[src/rtl/sec_map_pkg.sv]
package sec_map_pkg;

  // Slot index after a 2:1 interleave, for an even sector count per track.
  function automatic int il_index(input int rem, input int spt);
    return (rem < spt / 2) ? 2 * rem : 2 * rem - (spt - 1);
  endfunction

  // One-based physical sector after the per-track skew.
  function automatic int skewed_sector(input int il, input int quo,
                                       input int spt, input int skew);
    return 1 + (il + skew * quo) % spt;
  endfunction

  // Physical track: one above the quotient, the last one folding to zero.
  function automatic int phys_track(input int quo, input int tracks);
    return (quo + 1 >= tracks) ? 0 : quo + 1;
  endfunction

endpackage

[src/rtl/sec_lsn_select.sv]
module sec_lsn_select #(
  parameter int LSN_W  = 11,
  parameter int BLK_W  = 10,
  parameter int IDX_W  = 2,
  parameter int SPB_LO = 4,
  parameter int SPB_HI = 2,
  localparam int LX_W  = LSN_W + 1
) (
  input  logic             use_blk,
  input  logic             dbl,
  input  logic [LSN_W-1:0] lsn_in,
  input  logic [BLK_W-1:0] blk,
  input  logic [IDX_W-1:0] idx,
  output logic [LX_W-1:0]  lsn_out
);
  int blk_i, idx_i, calc;

  always_comb begin
    blk_i = int'(blk);
    idx_i = int'(idx);
    if (dbl) calc = blk_i * SPB_HI + (idx_i % SPB_HI);
    else     calc = blk_i * SPB_LO + (idx_i % SPB_LO);
    if (use_blk) lsn_out = LX_W'(calc);
    else         lsn_out = {1'b0, lsn_in};
  end
endmodule

[src/rtl/sec_track_split.sv]
module sec_track_split #(
  parameter int LX_W   = 12,
  parameter int SPT    = 26,
  parameter int TRACKS = 77,
  parameter int Q_W    = 7,
  parameter int R_W    = 5
) (
  input  logic [LX_W-1:0] lsn,
  output logic [Q_W-1:0]  quo,
  output logic [R_W-1:0]  rem,
  output logic            over
);
  localparam int LAST = SPT * TRACKS - 1;
  int l_i;

  always_comb begin
    l_i  = int'(lsn);
    quo  = Q_W'(l_i / SPT);
    rem  = R_W'(l_i % SPT);
    over = (l_i > LAST);
  end
endmodule

[src/rtl/sec_phys_calc.sv]
module sec_phys_calc #(
  parameter int SPT    = 26,
  parameter int TRACKS = 77,
  parameter int SKEW   = 6,
  parameter int Q_W    = 7,
  parameter int R_W    = 5
) (
  input  logic [Q_W-1:0] quo,
  input  logic [R_W-1:0] rem,
  output logic [R_W-1:0] il,
  output logic [R_W-1:0] sector,
  output logic [Q_W-1:0] track
);
  import sec_map_pkg::*;
  int il_i;

  always_comb begin
    il_i   = il_index(int'(rem), SPT);
    il     = R_W'(il_i);
    sector = R_W'(skewed_sector(il_i, int'(quo), SPT, SKEW));
    track  = Q_W'(phys_track(int'(quo), TRACKS));
  end
endmodule

[src/rtl/sec_interleave_map.sv]
module sec_interleave_map #(
  parameter int SPT    = 26,
  parameter int TRACKS = 77,
  parameter int SKEW   = 6,
  parameter int SPB_LO = 4,
  parameter int SPB_HI = 2,
  parameter int LSN_W  = $clog2(SPT * TRACKS),
  parameter int BLK_W  = $clog2(SPT * TRACKS / SPB_HI),
  parameter int IDX_W  = $clog2(SPB_LO),
  parameter int Q_W    = $clog2(TRACKS),
  parameter int R_W    = $clog2(SPT + 1)
) (
  input  logic             clk,
  input  logic             rst_n,
  input  logic             in_valid,
  input  logic             in_use_blk,
  input  logic             in_dbl,
  input  logic [LSN_W-1:0] in_lsn,
  input  logic [BLK_W-1:0] in_blk,
  input  logic [IDX_W-1:0] in_idx,
  output logic             out_valid,
  output logic [R_W-1:0]   out_sector,
  output logic [Q_W-1:0]   out_track,
  output logic             out_err
);
  localparam int LX_W = LSN_W + 1;

  logic [LX_W-1:0] lsn_w;
  logic [Q_W-1:0]  quo_w;
  logic [R_W-1:0]  rem_w;
  logic            over_w;
  logic [R_W-1:0]  il_w;
  logic [R_W-1:0]  sec_w;
  logic [Q_W-1:0]  trk_w;

  sec_lsn_select #(
    .LSN_W(LSN_W), .BLK_W(BLK_W), .IDX_W(IDX_W),
    .SPB_LO(SPB_LO), .SPB_HI(SPB_HI)
  ) u_sel (
    .use_blk(in_use_blk), .dbl(in_dbl), .lsn_in(in_lsn),
    .blk(in_blk), .idx(in_idx), .lsn_out(lsn_w)
  );

  sec_track_split #(
    .LX_W(LX_W), .SPT(SPT), .TRACKS(TRACKS), .Q_W(Q_W), .R_W(R_W)
  ) u_split (
    .lsn(lsn_w), .quo(quo_w), .rem(rem_w), .over(over_w)
  );

  sec_phys_calc #(
    .SPT(SPT), .TRACKS(TRACKS), .SKEW(SKEW), .Q_W(Q_W), .R_W(R_W)
  ) u_calc (
    .quo(quo_w), .rem(rem_w), .il(il_w), .sector(sec_w), .track(trk_w)
  );

  always_ff @(posedge clk) begin
    if (!rst_n) begin
      out_valid  <= 1'b0;
      out_sector <= '0;
      out_track  <= '0;
      out_err    <= 1'b0;
    end else begin
      out_valid <= in_valid;
      if (in_valid) begin
        out_err    <= over_w;
        out_sector <= over_w ? '0 : sec_w;
        out_track  <= over_w ? '0 : trk_w;
      end
    end
  end
endmodule

[config.mk]
export PLATFORM = sky130hd
export DESIGN_NAME = sec_interleave_map
export DESIGN_NICKNAME = d
export VERILOG_FILES = /design/src/rtl/sec_map_pkg.sv /design/src/rtl/sec_lsn_select.sv /design/src/rtl/sec_track_split.sv /design/src/rtl/sec_phys_calc.sv /design/src/rtl/sec_interleave_map.sv
export SDC_FILE = /design/constraint.sdc
export NUM_CORES = 1
export LEC_CHECK = 0
export BUFFER_PORTS_ARGS = -buffer_cell sky130_fd_sc_hd__buf_2
export CORE_MARGIN = 2
export CORE_UTILIZATION = 50
export DETAILED_ROUTE_END_ITERATION = 7
export PLACE_DENSITY_LB_ADDON = 0.2
export SYNTH_ARGS = -nofsm -noshare
export SYNTH_HDL_FRONTEND = slang
export SYNTH_SLANG_ARGS = --single-unit
export TNS_END_PERCENT = 5
[constraint.sdc]
create_clock -name clk -period 18.5 [get_ports clk]
set_input_delay 4.625 -clock clk [delete_from_list [all_inputs] [get_ports clk]]
set_output_delay 4.625 -clock clk [all_outputs]
set_load 0.02 [all_outputs]
==> results of run 1 <==
[worst max path at each step]
| stage | to | from | cells after the start |
|---|---|---|---|
| after floorplan | out_sector[4] | in_dbl | 58 |
| after global placement | out_sector[4] | in_use_blk | 57 |
| after detailed placement | out_sector[4] | in_use_blk | 57 |
| after CTS | out_sector[4] | in_use_blk | 57 |
| after global routing | out_sector[4] | in_use_blk | 56 |
| final | out_sector[4] | in_use_blk | 57 |
[cell families (layout without fill, tap and decap cells)]
| family | after synthesis | after routing |
|---|---|---|
| adder cells (fa/ha/maj) | 24 | 24 |
| AO/OA/AOI/OAI | 234 | 234 |
| buffers and inverters | 42 | 68 |
| XOR/XNOR | 39 | 39 |
| multiplexers | 26 | 26 |
| AND/OR/NAND/NOR | 204 | 204 |
| flip-flops | 14 | 14 |
[cell type report]
| cell class | instances | area (µm²) | share of cell area [%] |
|---|---|---|---|
| multi-input combinational | 527 | 3840 | 83.4 |
| inverter | 21 | 83.8 | 1.82 |
| sequential | 14 | 280 | 6.09 |
| tap | 105 | 131 | 2.85 |
| clock buffer | 3 | 41.3 | 0.897 |
| timing repair buffer | 44 | 228 | 4.95 |
[cells in the mapped netlist, types with 7 or more instances]
library cell               instances  area (µm²)
sky130_fd_sc_hd__a21oi_1          49         245
sky130_fd_sc_hd__and3_1            8        50.1
sky130_fd_sc_hd__mux2i_1          20         200
sky130_fd_sc_hd__xnor2_1          26         228
sky130_fd_sc_hd__o211ai_1         10        75.1
sky130_fd_sc_hd__nor2_1           46         173
sky130_fd_sc_hd__nand3_1          20         100
sky130_fd_sc_hd__nor2b_1          10        62.6
sky130_fd_sc_hd__dfxtp_1          14         280
sky130_fd_sc_hd__clkbuf_1         12        45.0
sky130_fd_sc_hd__ha_1             19         238
sky130_fd_sc_hd__o21ai_0          31         155
sky130_fd_sc_hd__nor3_1           22         110
sky130_fd_sc_hd__xor2_1            9        78.8
sky130_fd_sc_hd__nand2b_1          8        50.1
sky130_fd_sc_hd__o21a_1            7        52.6
sky130_fd_sc_hd__a211oi_1         10        75.1
sky130_fd_sc_hd__a21o_1           17         128
sky130_fd_sc_hd__nand2_1          48         180
sky130_fd_sc_hd__o31ai_1          11        82.6
sky130_fd_sc_hd__inv_1            15        56.3
[registers in the layout (all words and copies together) (netlist names)]
name        count
out_track       7
out_sector      5
out_err         1
out_valid       1
[metrics by stage]
stage	hold WS, ps	worst slack (ps)	area, µm²	cells
after floorplan	526	2490	4290	583
after global placement	440	1060	4550	711
after detailed placement	449	788	4550	711
after CTS	455	966	4590	714
after global routing	478	17.8	4600	714
final	452	1010	4600	714
[routing by layer]
metal / vias to the layer above / wire length, µm / GRT usage (%)
li1: 2319 / - / -
met1: 2244 / 5290 / 32.6
met2: 196 / 5580 / 41.3
met3: 27 / 713 / 2.17
met4: 0 / 229 / 5.31
met5: - / 0 / 0
[layout by cell type (no fill, tap or decap), types with 4 or more instances in the layout]
| master | netlist | final |
|---|---|---|
| sky130_fd_sc_hd__a22o_1 | 5 | 5 |
| sky130_fd_sc_hd__and3_1 | 8 | 8 |
| sky130_fd_sc_hd__and2_1 | 5 | 5 |
| sky130_fd_sc_hd__inv_1 | 15 | 15 |
| sky130_fd_sc_hd__a21o_1 | 17 | 17 |
| sky130_fd_sc_hd__nand4_1 | 6 | 6 |
| sky130_fd_sc_hd__dfxtp_1 | 14 | 14 |
| sky130_fd_sc_hd__ha_1 | 19 | 19 |
| sky130_fd_sc_hd__inv_2 | 4 | 4 |
| sky130_fd_sc_hd__o211a_1 | 4 | 4 |
| sky130_fd_sc_hd__nand3_1 | 20 | 20 |
| sky130_fd_sc_hd__o21ai_0 | 31 | 31 |
| sky130_fd_sc_hd__a32oi_1 | 4 | 4 |
| sky130_fd_sc_hd__o31ai_1 | 11 | 11 |
| sky130_fd_sc_hd__a21oi_1 | 49 | 49 |
| sky130_fd_sc_hd__mux2i_1 | 20 | 20 |
| sky130_fd_sc_hd__buf_2 | 3 | 41 |
| sky130_fd_sc_hd__nor2_1 | 46 | 46 |
| sky130_fd_sc_hd__nor2b_1 | 10 | 10 |
| sky130_fd_sc_hd__nor3_1 | 22 | 22 |
| sky130_fd_sc_hd__xor2_1 | 9 | 9 |
| sky130_fd_sc_hd__o21a_1 | 7 | 7 |
| sky130_fd_sc_hd__o2111ai_1 | 5 | 5 |
| sky130_fd_sc_hd__nand2_1 | 48 | 48 |
| sky130_fd_sc_hd__a211oi_1 | 10 | 10 |
| sky130_fd_sc_hd__a211o_1 | 4 | 4 |
| sky130_fd_sc_hd__o22ai_1 | 4 | 4 |
| sky130_fd_sc_hd__mux2_2 | 6 | 6 |
| sky130_fd_sc_hd__xnor2_1 | 26 | 26 |
| sky130_fd_sc_hd__o211ai_1 | 10 | 10 |
| sky130_fd_sc_hd__a31oi_1 | 4 | 4 |
| sky130_fd_sc_hd__nand2b_1 | 8 | 8 |
| sky130_fd_sc_hd__o31a_1 | 4 | 4 |
| sky130_fd_sc_hd__or3_1 | 6 | 6 |
[critical path: cells and delay by family]
family | cells | cell delay (ps)
simple gates | 12 | 2780
buf+inv | 5 | 830
xor+xnor | 7 | 1230
compound gates | 24 | 5430
mux | 3 | 1030
fa+ha+maj | 6 | 1670
==> parameters.txt, run 1 <==
Parameter                              Value

Floorplan
  Top-level I/O count ... 42
  Horiz. Die Dim ... 96.7 µm
  Area of the die ... 9350 µm²
  Die Ht ... 96.7 µm
  Standard-cell row count ... 33
  Core area ... 8260 µm²
  Initial core utilization ... 52.0%

Clock network
  Clock input transition at the sequential cells of the worst setup and hold paths ... 50 ps
  Master cell of the clock root buffer ... sky130_fd_sc_hd__clkbuf_8
  Number of sinks driven by the clock tree ... 14
  CTS hold repair buffers ... 0
  Max Root-Sink Buffers ... 2
  Clk Latency, worst-skew pair ... 240 ps
  Clock tree from TritonCTS ... yes
  Number of buffers created by CTS ... 3
  Postcts setup bufs ... 0
  CTS HTree Levels ... 1
  Number of resized instances in the post-cts repair step ... 0

Hold path
  Class of the tightest hold or removal check ... reg -> reg
  Worst hold endpoint ... out_sector[4]
  Beginning of the worst hold path ... out_sector[4]
  Hold depth ... 2

Timing
  Maximum frequency from static timing analysis ... 0.0572 GHz
  Summed negative setup slack over all endpoints ... 0 ps
  Min Tclk post-route ... 17,490 ps
  Post-route clock period utilization ... 94.5%
  Worst-margin pin slew ... 920 ps
  Setup repair after global routing missed its margin ... no
  Max-slew violations ... 0
  Final Setup Violations ... 0
  Fin Clk Skew ... 0 ps
  Slew HR ... 38.2%
  Final hold violation count ... 0

Synthesis
  Combinational family with the most area after synthesis ... compound AO/OA/AOI/OAI gates
  Number of enable-type register cells in the synthesized netlist ... 0
  Sequential-to-total area share from yosys stat ... 6.53%
  Count of different cell masters after synthesis ... 102
  Async SR Flop Fraction ... 0%
  Post-synthesis share of cell area spent on and, or, nand and nor gates ... 25.2%
  Flip-flop and latch count after synthesis ... 14
  Share of the synthesized netlist area taken by xor and xnor gates ... 8.80%
  Yosys synthesis warning count ... 0
  Synthesized area per cell ... 7.37 µm²
  Synthesized-area fraction occupied by ao, oa, aoi and oai cells ... 41.6%
  Adder and majority gate portion of the synthesized area ... 7.23%
  Cell area after synthesis ... 4290 µm²
  Cell count after synthesis ... 583
  Leading register cell type out of synthesis ... sky130_fd_sc_hd__dfxtp_1
  Post-Synthesis Net Count ... 632
  Mux share of post-synthesis cell area ... 6.24%

Place
  Final estimated routing congestion in global placement ... 0.942
  Port-buffer cells ... 41
  Hpwl dp ... 9330 µm

Setup path
  Critical path data required time ... 18,630 ps
  Crit path kind ... in -> reg
  Critical path capture point type ... flip-flop
  Crit path DAT ... 17,610 ps
  Crit-path max cell delay ... 510 ps
  RR Startpoint ... out_sector[1]
  Critical-path maximum fanout ... 27
  Slowest library cell on the worst path ... sky130_fd_sc_hd__mux2i_1
  Depth of the worst register-to-register path ... 3
  Kind of start point of the critical path ... input pin
  Worst-case register-to-register setup slack ... 17,760 ps
  Crit path top cell by count ... sky130_fd_sc_hd__ha_1
  Capture instance of the worst register-to-register path ... out_sector[1]

Route
  Post-route DRC ... 0
  Detailed router's first-iteration violation count ... 205
  Via count normalized by instance count ... 6.70
  Residual antenna-violating net count after detailed routing ... 0
  Via count ... 4,786
  First-pass detailed-route iteration total ... 5
  Mean routed wirelength per cell ... 16.5 µm
  Wire length after detailed routing ... 11,800 µm

Global route
  All-Layer GR Usage ... 24.0%
  Initial antenna violation count ... 0
  Wire length of the first global-routing pass ... 20,100 µm
  Grt total ovfl ... 0
  Maximum number of pins on one net before global-route repair ... 28
  Number of global-route vias before repair ... 4,360

Cells and area
  Layout cells sized above 1 ... 17.1%
  Layout Utilization ... 55.7%
  Number of diodes added for antenna fixing ... 0
  Number of filler cells placed in the layout ... 786
  Area Growth Syn to Fin ... 7.17%
  Count of nets after finishing ... 660

Run
  Number of max-cap violations ... 0

Outcome
  Status ... completed
Power of run 1 is left out: the tool's default activity adds up to more than one toggle a clock period on the data nets, which glitch-free logic cannot reach.
==> run 2, diff against run 1 <==
Settings changed: CORE_UTILIZATION 50 to 40, PLACE_DENSITY_LB_ADDON 0.2 to unset.
==> run 2 against run 1 <==
Against the previous run: die area grew 24%; largest cell class unchanged; global-route usage shrank 4.4 points; clock skew is the same; final cell count grew 4.5%; non-clock buffer count is the same; via count shrank 2.5%; critical endpoint unchanged; wire length shrank 0.69%; first-iteration DRC count grew 60%; fmax grew 0.83%; register-to-register slack gained 30 ps; worst hold slack gained 7.7 ps.
==> parameters.txt, run 2 (synthesis results as in run 1) <==
Parameter                              Value

Outcome
  Status ... completed

Timing
  Slew HR ... 41.0% (+2.8 points)
  Setup repair after global routing missed its margin ... no
  Min Tclk post-route ... 17,340 ps (-143 ps)
  Max-slew violations ... 0 (unchanged)
  Worst-margin pin slew ... 878 ps (-41.8 ps)
  Maximum frequency from static timing analysis ... 0.0577 GHz (+0.83%)
  Post-route clock period utilization ... 93.7% (-0.77 points)
  Final Setup Violations ... 0 (unchanged)
  Final hold violation count ... 0 (unchanged)
  Summed negative setup slack over all endpoints ... 0 ps (unchanged)
  Fin Clk Skew ... 0 ps (unchanged)

Setup path
  Crit path DAT ... 17,480 ps (-130 ps)
  Critical path data required time ... 18,630 ps (about the same)
  Crit path kind ... in -> reg
  Depth of the worst register-to-register path ... 2 (-1)
  Critical path buffer and inverter count ... 5 (unchanged)
  Critical-path maximum fanout ... 27 (unchanged)
  Crit-path max cell delay ... 530 ps (+20 ps)
  Worst path top cell family by delay ... compound AO/OA/AOI/OAI gates
  Capture instance of the worst register-to-register path ... out_track[5]
  Kind of start point of the critical path ... input pin
  RR Startpoint ... out_track[5]
  Worst-case register-to-register setup slack ... 17,790 ps (+30 ps)
  Critical path capture point type ... flip-flop
  Slowest library cell on the worst path ... sky130_fd_sc_hd__or4_1

Clock network
  Clk Latency, worst-skew pair ... 240 ps (about the same)
  Max Root-Sink Buffers ... 2 (unchanged)
  CTS HTree Levels ... 1 (unchanged)
  Clock tree from TritonCTS ... yes
  Clock input transition at the sequential cells of the worst setup and hold paths ... 60 ps (about the same)
  Number of buffers created by CTS ... 3 (unchanged)
  Number of sinks driven by the clock tree ... 14 (unchanged)
  Master cell of the clock root buffer ... sky130_fd_sc_hd__clkbuf_8
  Postcts setup bufs ... 0 (unchanged)

Cells and area
  Area Growth Syn to Fin ... 8.39%
  Flip-flop count of the largest register, all copies and words added ... 7 (unchanged)
  Most used cells in the layout excluding fill and tap cells ... sky130_fd_sc_hd__a21oi_1, sky130_fd_sc_hd__nand2_1, sky130_fd_sc_hd__nor2_1, sky130_fd_sc_hd__buf_2, sky130_fd_sc_hd__o21ai_0
  Count of nets after finishing ... 660 (unchanged)
  Register name with the most flops ... out_track
  Layout cells sized above 1 ... 17.2% (+0.14 points)
  Largest registers in the final layout ... out_track x7, out_sector x5
  Final instance area ... 4650 µm² (+1.1%)
  Leading cell type in the layout, fill and taps excluded ... sky130_fd_sc_hd__a21oi_1
  Number of diodes added for antenna fixing ... 0 (unchanged)
  Number of filler cells placed in the layout ... 1,079 (+37%)

Route
  Mean routed wirelength per cell ... 15.7 µm (-4.9%)
  Wire length after detailed routing ... 11,700 µm (-0.69%)
  Via count ... 4,664 (-2.5%)
  Via count normalized by instance count ... 6.25 (-6.7%)
  Detailed router's first-iteration violation count ... 329 (+60%)
  Residual antenna-violating net count after detailed routing ... 0 (unchanged)
  First-pass detailed-route iteration total ... 4 (-1)
  Post-route DRC ... 0 (unchanged)

Global route
  Wire length of the first global-routing pass ... 19,500 µm (-3.2%)
  Number of global-route vias before repair ... 4,210 (-3.4%)
  Initial antenna violation count ... 0 (unchanged)
  All-Layer GR Usage ... 19.6% (-4.4 points)
  Maximum number of pins on one net before global-route repair ... 28 (unchanged)
  Grt total ovfl ... 0 (unchanged)

Hold path
  Hold depth ... 2 (unchanged)
  Beginning of the worst hold path ... out_sector[4]
  Worst hold endpoint ... out_sector[4]
  Class of the tightest hold or removal check ... reg -> reg

Floorplan
  Horiz. Die Dim ... 108 µm (+11%)
  Initial core utilization ... 41.4% (-11 points)
  Core area ... 10,400 µm² (+26%)
  Top-level I/O count ... 42 (unchanged)
  Standard-cell row count ... 37 (+12%)
  Area of the die ... 11,600 µm² (+24%)
  Die Ht ... 108 µm (+11%)

Place
  Port-buffer cells ... 41 (unchanged)
  Hpwl dp ... 9420 µm (+1.0%)
  Final estimated routing congestion in global placement ... 0.855 (-9.2%)
  Placed standard-cell area ... 4590 µm² (+0.85%)

Run
  Number of max-cap violations ... 0 (unchanged)
==> run 2: layout make-up <==
type	instances	area, µm²	share of cell area [%]
multi-input cells	527	3840	82.4
flip-flops and latches	14	280	6.02
well taps	136	170	3.66
inverters	21	83.8	1.80
clock buffers	4	55.1	1.18
repair buffers	44	228	4.89
==> run 2: per-stage QoR <==
stage	worst slack, ps	std cells	hold WS, ps	utilization, %
floorplan	2490	583	526	-
global placement	1050	742	440	44.2
detailed placement	869	742	453	44.2
CTS	1020	746	461	44.8
global route	74.9	746	497	44.9
finish	1160	746	459	44.9
==> run 2: timing repair <==
item / in CTS / in global routing
setup endpoints to repair: 0 / 2
hold buffers: 0 / 0
gates resized for setup: 0 / 3
==> run 2: worst max path at each step <==
stage | startpoint | to | cells past startpoint
after floorplan | in_dbl | out_sector[4] | 58
after global placement | in_use_blk | out_sector[4] | 57
after detailed placement | in_use_blk | out_sector[4] | 57
after CTS | in_use_blk | out_sector[4] | 57
after global routing | in_use_blk | out_sector[4] | 55
final | in_use_blk | out_sector[4] | 57
==> run 2: per-layer routing <==
metal	routed length, µm	track usage (%)	part of all wire (%)
met1	5490	27.5	47
met2	5480	33.2	47
met3	524	0.969	4.5
met4	229	4.21	2.0
met5	0	0	0
==> run 2: worst reg2reg max path, stage by stage (launching register included) <==
cell	delay [ps]
sky130_fd_sc_hd__dfxtp_1	310
sky130_fd_sc_hd__nor2b_1	120
sky130_fd_sc_hd__o21a_1	180
Power of run 2 is left out for the same reason.
==> run 3, diff against run 2 <==
Settings changed: ABC_CLOCK_PERIOD_IN_PS set to 18500, CORE_UTILIZATION 40 to 25, PLACE_DENSITY_LB_ADDON set to 0.05.
==> run 3 against run 2 <==
Against the previous run: setup slack improved by 130 ps; cell area grew 3.8%; worst hold slack worse by 15 ps; sequential share of layout area fell by 0.22 points.
==> parameters.txt, run 3 (synthesis results as in run 1) <==
Parameter                              Value

Outcome
  Status ... completed

Route
  Wire length after detailed routing ... 13,500 µm (+15%)
  Post-route DRC ... 0 (unchanged)
  Residual antenna-violating net count after detailed routing ... 0 (unchanged)
  Detailed router's first-iteration violation count ... 316 (-4.0%)
  Mean routed wirelength per cell ... 16.2 µm (+3.2%)
  First-pass detailed-route iteration total ... 5 (+1)
  Via count ... 4,568 (-2.1%)
  Via count normalized by instance count ... 5.49 (-12%)

Setup path
  Kind of start point of the critical path ... input pin
  Critical path buffer and inverter count ... 5 (unchanged)
  Critical-path maximum fanout ... 13 (-52%)
  Critical path data required time ... 18,630 ps (about the same)
  Crit-path max cell delay ... 520 ps (about the same)
  Crit path DAT ... 17,340 ps (-140 ps)
  Crit path top cell by count ... sky130_fd_sc_hd__ha_1
  Crit path kind ... in -> reg
  Worst path top cell family by delay ... compound AO/OA/AOI/OAI gates
  Slowest library cell on the worst path ... sky130_fd_sc_hd__or4_1
  Critical path capture point type ... flip-flop

Timing
  Worst-margin pin slew ... 926 ps (+47.8 ps)
  Maximum frequency from static timing analysis ... 0.0581 GHz (+0.75%)
  Final Setup Violations ... 0 (unchanged)
  Final hold violation count ... 0 (unchanged)
  Post-route clock period utilization ... 93.0% (-0.69 points)
  Hold Slack ... 444 ps (-14.9 ps)
  Setup repair after global routing missed its margin ... no
  Slew HR ... 37.8% (-3.2 points)
  Max-slew violations ... 0 (unchanged)
  Fin Clk Skew ... 0 ps (unchanged)
  Min Tclk post-route ... 17,210 ps (-128 ps)
  Summed negative setup slack over all endpoints ... 0 ps (unchanged)

Cells and area
  Number of filler cells placed in the layout ... 1,872 (+73%)
  Count of nets after finishing ... 662 (+0.30%)
  Multi-input gate area ... 3860 µm² (+0.52%)
  Leading cell type in the layout, fill and taps excluded ... sky130_fd_sc_hd__a21oi_1
  Most used cells in the layout excluding fill and tap cells ... sky130_fd_sc_hd__a21oi_1, sky130_fd_sc_hd__nand2_1, sky130_fd_sc_hd__nor2_1, sky130_fd_sc_hd__buf_2, sky130_fd_sc_hd__o21ai_0
  Area Growth Syn to Fin ... 12.5%
  Seq. cell area ... 280 µm² (unchanged)
  Register name with the most flops ... out_track
  Layout Utilization ... 28.9% (-16 points)
  Layout cells sized above 1 ... 18.3% (+1.1 points)
  Number of diodes added for antenna fixing ... 0 (unchanged)
  Largest registers in the final layout ... out_track x7, out_sector x5
  Flip-flop count of the largest register, all copies and words added ... 7 (unchanged)

Clock network
  CTS hold repair buffers ... 0 (unchanged)
  Master cell of the clock root buffer ... sky130_fd_sc_hd__clkbuf_16
  Number of sinks driven by the clock tree ... 14 (unchanged)
  CTS HTree Levels ... 1 (unchanged)
  Clock input transition at the sequential cells of the worst setup and hold paths ... 50 ps (about the same)
  Max Root-Sink Buffers ... 2 (unchanged)
  Clock tree from TritonCTS ... yes
  Clk Latency, worst-skew pair ... 240 ps (about the same)
  Number of buffers created by CTS ... 3 (unchanged)

Place
  Hpwl dp ... 11,100 µm (+17%)
  Port-buffer cells ... 41 (unchanged)
  Final estimated routing congestion in global placement ... 0.832 (-2.6%)

Run
  Number of max-cap violations ... 0 (unchanged)

Global route
  Grt total ovfl ... 0 (unchanged)
  All-Layer GR Usage ... 14.4% (-5.2 points)
  Initial antenna violation count ... 0 (unchanged)
  Maximum number of pins on one net before global-route repair ... 28 (unchanged)
  Wire length of the first global-routing pass ... 22,200 µm (+14%)
  Number of global-route vias before repair ... 4,325 (+2.7%)

Floorplan
  Standard-cell row count ... 47 (+27%)
  Die Ht ... 135 µm (+26%)
  Initial core utilization ... 25.7% (-16 points)
  Core area ... 16,700 µm² (+61%)
  Top-level I/O count ... 42 (unchanged)
  Horiz. Die Dim ... 135 µm (+26%)
  Area of the die ... 18,200 µm² (+58%)

Hold path
  Class of the tightest hold or removal check ... reg -> reg
[run 3: final cells by class]
type | instances | share of cell area, %
Clock buffer | 4 | 1.84
Inverter | 21 | 1.74
Multi-Input combinational cell | 527 | 79.8
Sequential cell | 14 | 5.80
Tap cell | 220 | 5.70
Timing Repair Buffer | 46 | 5.08
[run 3: what timing repair did]
item / CTS / global route
endpoints found under the setup margin: 0 / 4
resized for setup: 0 / 7
setup buffers: 0 / 0
[run 3: path summary, 6_finish.rpt]
path,slack (ps),from,endpoint,cells after the start
setup / recovery,1290,in_dbl,out_sector[4],57
hold / removal,440,out_sector[4],out_sector[4],2
setup reg to reg,17780,out_sector[2],out_sector[2],3
hold reg to reg,440,out_sector[4],out_sector[4],2
[run 3: metrics by stage]
step / setup WS (ps) / std cells / cell area, µm²
final: 1290 / 832 / 4830
after global routing: 105 / 832 / 4830
after CTS: 731 / 832 / 4800
after detailed placement: 507 / 828 / 4710
after global placement: 603 / 828 / 4710
after floorplan: 2490 / 583 / 4290
[run 3: layer usage]
metal | track usage [%] | up-vias | wire [µm]
li1 | - | 2319 | -
met1 | 20.7 | 2156 | 6600
met2 | 24.4 | 86 | 6380
met3 | 0.901 | 7 | 459
met4 | 1.74 | 0 | 61
met5 | 0 | - | 0
[run 3: worst min-delay path, cell delays in order, from the launching register on]
cell,delay (ps)
sky130_fd_sc_hd__dfxtp_1,300
sky130_fd_sc_hd__nand2_1,50
sky130_fd_sc_hd__o21ai_1,50
Power of run 3 is left out for the same reason.
